**src/rtl/scroll_line_pkg.sv**
```systemverilog
package scroll_line_pkg;
  typedef enum logic {
    COM_FWD = 1'b0,
    COM_BWD = 1'b1
  } com_dir_e;
endpackage

```
**src/rtl/sl_row_counter.sv**
```systemverilog
module sl_row_counter #(
  parameter int unsigned ROWS  = 65,
  parameter int unsigned IDX_W = $clog2(ROWS)
) (
  input  logic             clk,
  input  logic             rst_n,
  input  logic             adv,
  output logic [IDX_W-1:0] row_o,
  output logic             last_o,
  output logic             wrap_o,
  output logic             frame_start_o
);
  localparam logic [IDX_W-1:0] LAST_ROW = IDX_W'(ROWS - 1);

  logic [IDX_W-1:0] row_q;

  assign last_o = (row_q == LAST_ROW);
  assign wrap_o = adv && last_o;
  assign row_o  = row_q;

  always_ff @(posedge clk or negedge rst_n) begin
    if (!rst_n) begin
      row_q         <= '0;
      frame_start_o <= 1'b0;
    end else begin
      frame_start_o <= wrap_o;
      if (wrap_o)
        row_q <= '0;
      else if (adv)
        row_q <= row_q + 1'b1;
    end
  end
endmodule

```
**src/rtl/sl_start_shadow.sv**
```systemverilog
module sl_start_shadow
  import scroll_line_pkg::*;
#(
  parameter int unsigned LINE_W = 6
) (
  input  logic              clk,
  input  logic              rst_n,
  input  logic              wr,
  input  logic [LINE_W-1:0] wdata,
  input  com_dir_e          dir_in,
  input  logic              load,
  output logic [LINE_W-1:0] start_o,
  output com_dir_e          dir_o
);
  logic [LINE_W-1:0] pend_q;
  logic [LINE_W-1:0] pend_nxt;

  // a write in the wrapping cycle must reach the new frame
  assign pend_nxt = wr ? wdata : pend_q;

  always_ff @(posedge clk or negedge rst_n) begin
    if (!rst_n) begin
      pend_q  <= '0;
      start_o <= '0;
      dir_o   <= COM_FWD;
    end else begin
      pend_q <= pend_nxt;
      if (load) begin
        start_o <= pend_nxt;
        dir_o   <= dir_in;
      end
    end
  end
endmodule

```
**src/rtl/sl_line_map.sv**
```systemverilog
module sl_line_map
  import scroll_line_pkg::*;
#(
  parameter int unsigned LINES  = 64,
  parameter int unsigned LINE_W = $clog2(LINES),
  parameter int unsigned IDX_W  = $clog2(LINES + 1)
) (
  input  logic [IDX_W-1:0]  row,
  input  logic [LINE_W-1:0] start,
  input  com_dir_e          dir,
  output logic [IDX_W-1:0]  com_idx,
  output logic [IDX_W-1:0]  ram_line
);
  localparam logic [IDX_W-1:0]  IND_ROW = IDX_W'(LINES);
  localparam logic [LINE_W:0]   MOD_VAL = (LINE_W + 1)'(LINES);
  localparam logic [LINE_W-1:0] TOP_COM = LINE_W'(LINES - 1);

  logic              is_ind;
  logic [LINE_W-1:0] row_lo;
  logic [LINE_W:0]   sum;
  logic [LINE_W-1:0] wrapped;

  assign is_ind = (row == IND_ROW);
  assign row_lo = row[LINE_W-1:0];
  assign sum    = {1'b0, start} + {1'b0, row_lo};

  generate
    if ((LINES & (LINES - 1)) == 0) begin : g_pow2
      assign wrapped = sum[LINE_W-1:0];
    end else begin : g_cmp
      logic [LINE_W:0] diff;
      assign diff    = sum - MOD_VAL;
      assign wrapped = (sum >= MOD_VAL) ? diff[LINE_W-1:0] : sum[LINE_W-1:0];
    end
  endgenerate

  always_comb begin
    if (is_ind) begin
      com_idx  = IND_ROW;
      ram_line = IND_ROW;
    end else begin
      ram_line = IDX_W'(wrapped);
      com_idx  = (dir == COM_BWD) ? IDX_W'(TOP_COM - row_lo) : IDX_W'(row_lo);
    end
  end
endmodule

```
**src/rtl/scroll_line_gen.sv**
```systemverilog
module scroll_line_gen
  import scroll_line_pkg::*;
#(
  parameter int unsigned LINES  = 64,
  parameter int unsigned LINE_W = $clog2(LINES),
  parameter int unsigned IDX_W  = $clog2(LINES + 1)
) (
  input  logic              clk,
  input  logic              rst_n,
  input  logic              scan_stb,
  input  logic              start_wr,
  input  logic [LINE_W-1:0] start_line,
  input  logic              com_rev,
  output logic              frame_start,
  output logic [IDX_W-1:0]  com_idx,
  output logic [IDX_W-1:0]  ram_line
);
  localparam int unsigned ROWS = LINES + 1;

  logic [IDX_W-1:0]  row;
  logic              last_row;
  logic              wrap;
  logic [LINE_W-1:0] act_start;
  com_dir_e          act_dir;

  sl_row_counter #(.ROWS(ROWS), .IDX_W(IDX_W)) u_cnt (
    .clk          (clk),
    .rst_n        (rst_n),
    .adv          (scan_stb),
    .row_o        (row),
    .last_o       (last_row),
    .wrap_o       (wrap),
    .frame_start_o(frame_start)
  );

  sl_start_shadow #(.LINE_W(LINE_W)) u_shadow (
    .clk    (clk),
    .rst_n  (rst_n),
    .wr     (start_wr),
    .wdata  (start_line),
    .dir_in (com_dir_e'(com_rev)),
    .load   (wrap),
    .start_o(act_start),
    .dir_o  (act_dir)
  );

  sl_line_map #(.LINES(LINES), .LINE_W(LINE_W), .IDX_W(IDX_W)) u_map (
    .row     (row),
    .start   (act_start),
    .dir     (act_dir),
    .com_idx (com_idx),
    .ram_line(ram_line)
  );
endmodule

```
**config.mk**
```make
export PLATFORM = sky130hd
export DESIGN_NAME = scroll_line_gen
export DESIGN_NICKNAME = d
export VERILOG_FILES = /design/src/rtl/scroll_line_pkg.sv /design/src/rtl/sl_row_counter.sv /design/src/rtl/sl_start_shadow.sv /design/src/rtl/sl_line_map.sv /design/src/rtl/scroll_line_gen.sv
export SDC_FILE = /design/constraint.sdc
export NUM_CORES = 1
export LEC_CHECK = 0
export BUFFER_PORTS_ARGS = -buffer_cell sky130_fd_sc_hd__buf_2
export CAP_MARGIN = 40
export CORE_ASPECT_RATIO = 0.5
export CORE_MARGIN = 2
export CORE_UTILIZATION = 45
export DETAILED_ROUTE_END_ITERATION = 7
export PLACE_DENSITY = 0.68
export SLEW_MARGIN = 15
export SYNTH_ARGS = -nofsm -noshare
export SYNTH_HDL_FRONTEND = slang
export SYNTH_SLANG_ARGS = --single-unit
export TNS_END_PERCENT = 100
```
**constraint.sdc**
```tcl
create_clock -name clk -period 2.7 [get_ports clk]
set_clock_uncertainty 0.1 [all_clocks]
set_input_delay 0.54 -clock clk [delete_from_list [all_inputs] [get_ports clk]]
set_output_delay 0.54 -clock clk [all_outputs]
set_load 0.05 [all_outputs]
```
## Word level (Yosys, flattened, before mapping)

Index checks and enable logic that the tools add are counted.
W data, S select, Z words.

| word-level totals | value |
|---|---|
| register bits | 21 |
| input bits | 11 |
| output and inout port bits | 15 |
| word-level logic and storage cells | 17 |

| operators by class | value |
|---|---|
| add/sub/neg operators | 3 |
| eq/ne operators | 1 |
| multiplexer cells | 6 |
| reductions and logical operators | 2 |

Operators with widths:

| kind | count |
|---|---|
| $mux W7 | 5 |
| $add A7 B1 Y7 const B | 1 |
| $eq A7 B7 Y1 const B | 1 |
| $sub A6 B6 Y7 const A | 1 |
| $add A6 B6 Y6 | 1 |
| $mux W6 | 1 |
| $reduce_bool A2 Y1 | 1 |
| $logic_and A1 B1 Y1 | 1 |

## Logic depth before layout (Yosys ltp)

| logic depth | value |
|---|---|
| word-level depth | 3 |
| mapped depth | 7 |
| gate-level depth less buffers | 7 |

## Cells and area by module

From an unflattened synthesis, not the netlist that was laid out.

| second synthesis, totals | value |
|---|---|
| cells, all modules | 114 |
| area, all modules | 1316.3 µm² |

By module, submodules not included:

| module | instances | cells each | area each (µm²) | sequential area each (µm²) |
|---|---|---|---|---|
| sl_start_shadow | 1 | 28 | 533.0 | 325.3 |
| sl_row_counter | 1 | 37 | 420.4 | 200.2 |
| sl_line_map | 1 | 49 | 362.8 | 0.0 |

## Least setup slack after synthesis

OpenSTA, ideal clock, no wires.

| timing path | value |
|---|---|
| kind | reg2out |
| from | register u_cnt.row_q[0], in the netlist u_cnt.row_o[0] |
| to | output port ram_line[4] |
| arrival | 2.432 ns |
| data required time | 2.060 ns |
| path slack | -0.372 ns |
| stages on the path, launching flop included | 8 |
| buffers on the path | 0 |
| path through | dfrtp_1 ha_1 inv_1 fa_1 nor2b_1 o21ai_0 and3_1 nor3_1 |

| between the ends | value |
|---|---|
| cells in the longest elaborated chain, start to end | 2 |
| elaborated cells between the ends (all ways) | 3 |
| those cells by class | add/sub (1); eq/ne (1); mux (1) |

Ends and longest elaborated chain:

| item | RTL line | source |
|---|---|---|
| from (decl) | sl_row_counter.sv:15 | `logic [IDX_W-1:0] row_q;` |
| from (signal assigned) | sl_row_counter.sv:30 | `row_q <= row_q + 1'b1;` |
| $add A6 B6 Y6 / $eq A7 B7 Y1 (equally long branches) | sl_line_map.sv:25, sl_line_map.sv:23 |  |
| $mux W7 (*) | sl_line_map.sv:38 | `if (is_ind) begin` |
| to (decl) | scroll_line_gen.sv:16 | `output logic [IDX_W-1:0] ram_line` |

Every way passes the cells marked *; elsewhere a longest branch is shown, timed or not.

## Final worst setup path

| timing path | value |
|---|---|
| from | register u_cnt.row_q[1], in the netlist u_cnt.row_o[1] |
| to | output port ram_line[5] |

The elaborated chain is that of the path after synthesis.

==> flow_summary.json <==
{
  "status": "finished clean",
  "p_switching_uw": 634,
  "die_h_um": 41.0,
  "synth_edf_count": 0,
  "fin_crit_sh": 0.968,
  "routabilityCongestion": 0.786,
  "cts.clk_slew.worst_paths_ps": 80,
  "grt_max_degree": 22,
  "syn_inst": 112,
  "grt_pass1_wl_mm": 3.47,
  "cp_max_fo": 2,
  "min_period_ps": 2610,
  "regToRegEndpoint": "u_shadow.start_o[5]",
  "rr_startpoint": "u_cnt.row_o[0]",
  "async_reset_ff_frac": 1.00,
  "postRouteAntennaNets": 0,
  "switching_share": 0.477,
  "start_util": 0.475,
  "drcViolationCount": 0,
  "numPortBuffers": 25,
  "n_fill_cell": 234,
  "reg2reg_depth": 6,
  "dieWidth_um": 77.9,
  "first_pass_iters": 4,
  "synthDistinctLibCells": 30,
  "cts_made_buffers": 3,
  "wirelength_mm": 2.23,
  "combinationalPowerShare": 0.523,
  "netlist_top_cells_count": "dfrtp_1, nor2_1, xnor2_1",
  "grtUsageMet1": 0.193,
  "globalRouteTotalUtil": 0.151,
  "yosys.area.top_type": "dfrtp_1",
  "grt_overflow": 0,
  "cap_violations": 0,
  "layout-area-overhead-vs-synth_pct": 20.4,
  "ys.flop_type": "dfrtp_1",
  "netlist_top_cells_area": "dfrtp_1, mux2_4, ha_1, xnor2_1, mux2_2",
  "cp.required_ps": 2060,
  "yosysSeqAreaShare": 0.428,
  "setup_viol": 0,
  "synth_area_per_cell_um2": 11.0,
  "fin_setup_tns_ps": 0,
  "htree_levels": 1,
  "irDropWorstVdd_v": 0.000389,
  "holdBufCountCts": 0,
  "p_seq_frac": 0.319,
  "critPathLaunchType": "register",
  "fmax_mhz": 382,
  "ys_warn_count": 0,
  "nNetsFinal": 160,
  "die-area_um2": 3190,
  "row_count": 13,
  "viasPerCell": 4.80,
  "slew-limit-headroom": 0.679,
  "critPathKind": "register to output port",
  "syn_area_um2": 1230,
  "power_density_nw_per_um2": 898,
  "endpoint_kind": "output port",
  "syn_nets": 131,
  "vias": 849,
  "synth_top_area_share": 0.428,
  "crit_arrival_ps": 1970,
  "hp-class": "input port to asynchronous set/reset pin",
  "drive_gt1_frac": 0.414,
  "r2r_setup_slack_ps": 900,
  "fp.coreArea_um2": 2590,
  "cts.sinks": 21,
  "met2_usage": 0.246,
  "antenna_found_initial": 0,
  "tritoncts": "done",
  "synth_most_common_cell": "dfrtp_1",
  "first_global_vias": 758,
  "utilization": 0.572,
  "gr-usage-met3": 0.0529,
  "hold_violations": 0,
  "insertion_delay_ps": 260,
  "cts_buffer_depth": 2,
  "rsz0062_at_grt": "false",
  "p_int_uw": 695,
  "drt_iter0_drc": 38,
  "clock_tree.root_cell": "clkbuf_8",
  "dp_hpwl_mm": 1.65,
  "slew_viol_final": 0,
  "seqCellArea_um2": 526,
  "p_leak_uw": 0.000742,
  "tightest_slew_ps": 482,
  "wl_per_cell_um": 12.6,
  "ios": 26,
  "multiInputGateArea_um2": 647,
  "yosys_register_bits": 21,
  "top_usage_layer": "met2",
  "num_antenna_cells": 0,
  "p_clk_frac": 0.157
}
[cells in the final DEF (no fill, tap or decap), types with 3 or more instances in the layout]
master,n
a21oi_1,4
buf_2,22
buf_4,6
clkbuf_8,3
dfrtp_1,21
ha_1,6
inv_1,6
mux2_2,6
mux2_4,6
nand2_1,4
nand3_1,3
nand4_1,4
nor2_1,11
xnor2_1,9
xor2_1,3
[power groups by stage]
stage                     sequential [µW]  combinational (µW)  clock [µW]
after global placement                436                 638           0
after global routing                  432                 746         222
after CTS                             425                 675         213
after detailed placement              437                 646           0
final                                 424                 695         209
after floorplan                       418                 528           0
[logic make-up after synthesis]
group,Yosys count,synth area share
AOI/OAI and AO/OA,10,0.0479
adders and majority gates,8,0.0876
and+or+nand+nor,33,0.153
xor gates and xnor gates,12,0.0855
muxes,13,0.136
DFF,21,0.428
buffers and inverters,15,0.0621
[layout make-up]
cell class              instances  area share
multi-input cells              76       0.437
inverters                       8      0.0220
repair buffers                 31       0.123
well taps                      37      0.0313
flip-flops and latches         21       0.355
clock buffers                   3      0.0279
clock inverters                 1     0.00338
[per-layer routing]
layer	vias up	share of wire
met2	18	0.43
li1	426	-
met1	400	0.50
met5	-	0
met3	5	0.045
met4	0	0.019
[flip-flops by register name, summed over array words and instances, names as in the netlist]
| name | count |
|---|---|
| u_cnt.row_o | 7 |
| u_shadow.pend_q | 6 |
| u_shadow.start_o | 6 |
| u_cnt.frame_start_o | 1 |
| u_shadow.dir_o | 1 |
[critical path: stages, from the launching register on]
cell	delay, ps
dfrtp_1	390
buf_4	140
ha_1	270
a21o_1	130
nand4_1	130
a31o_2	260
a21oi_1	110
buf_2	270
[worst max-delay path by stage]
stage	start	endpoint	slack [ps]	cells past startpoint
floorplan	u_cnt.row_o[0]	ram_line[4]	20	7
global placement	u_cnt.row_o[0]	ram_line[4]	200	8
detailed placement	u_cnt.row_o[0]	ram_line[4]	170	8
CTS	u_shadow.start_o[0]	ram_line[4]	20	8
global route	u_cnt.row_o[1]	ram_line[5]	10	7
finish	u_cnt.row_o[1]	ram_line[5]	90	7
[through the flow]
stage	cell area [µm²]	hold slack, ps	std cells	setup WS, ps	power (µW)
2_1_floorplan	1240	144	112	16.3	946
4_1_cts	1440	134	175	19.5	1310
6_report	1480	127	177	85.6	1330
5_1_grt	1480	163	177	14.9	1400
3_3_place_gp	1370	381	168	196	1070
3_5_place_dp	1370	387	168	169	1080
[timing repair]
| item | 4_1_cts | 5_1_grt |
|---|---|---|
| resized for setup | 1 | 9 |
| endpoints found under the setup margin | 1 | 13 |
| pin swaps | 0 | 2 |
| gates cloned | 0 | 0 |
| buffers inserted | 3 | 2 |
No activity file was read; power rests on OpenSTA's default activity.
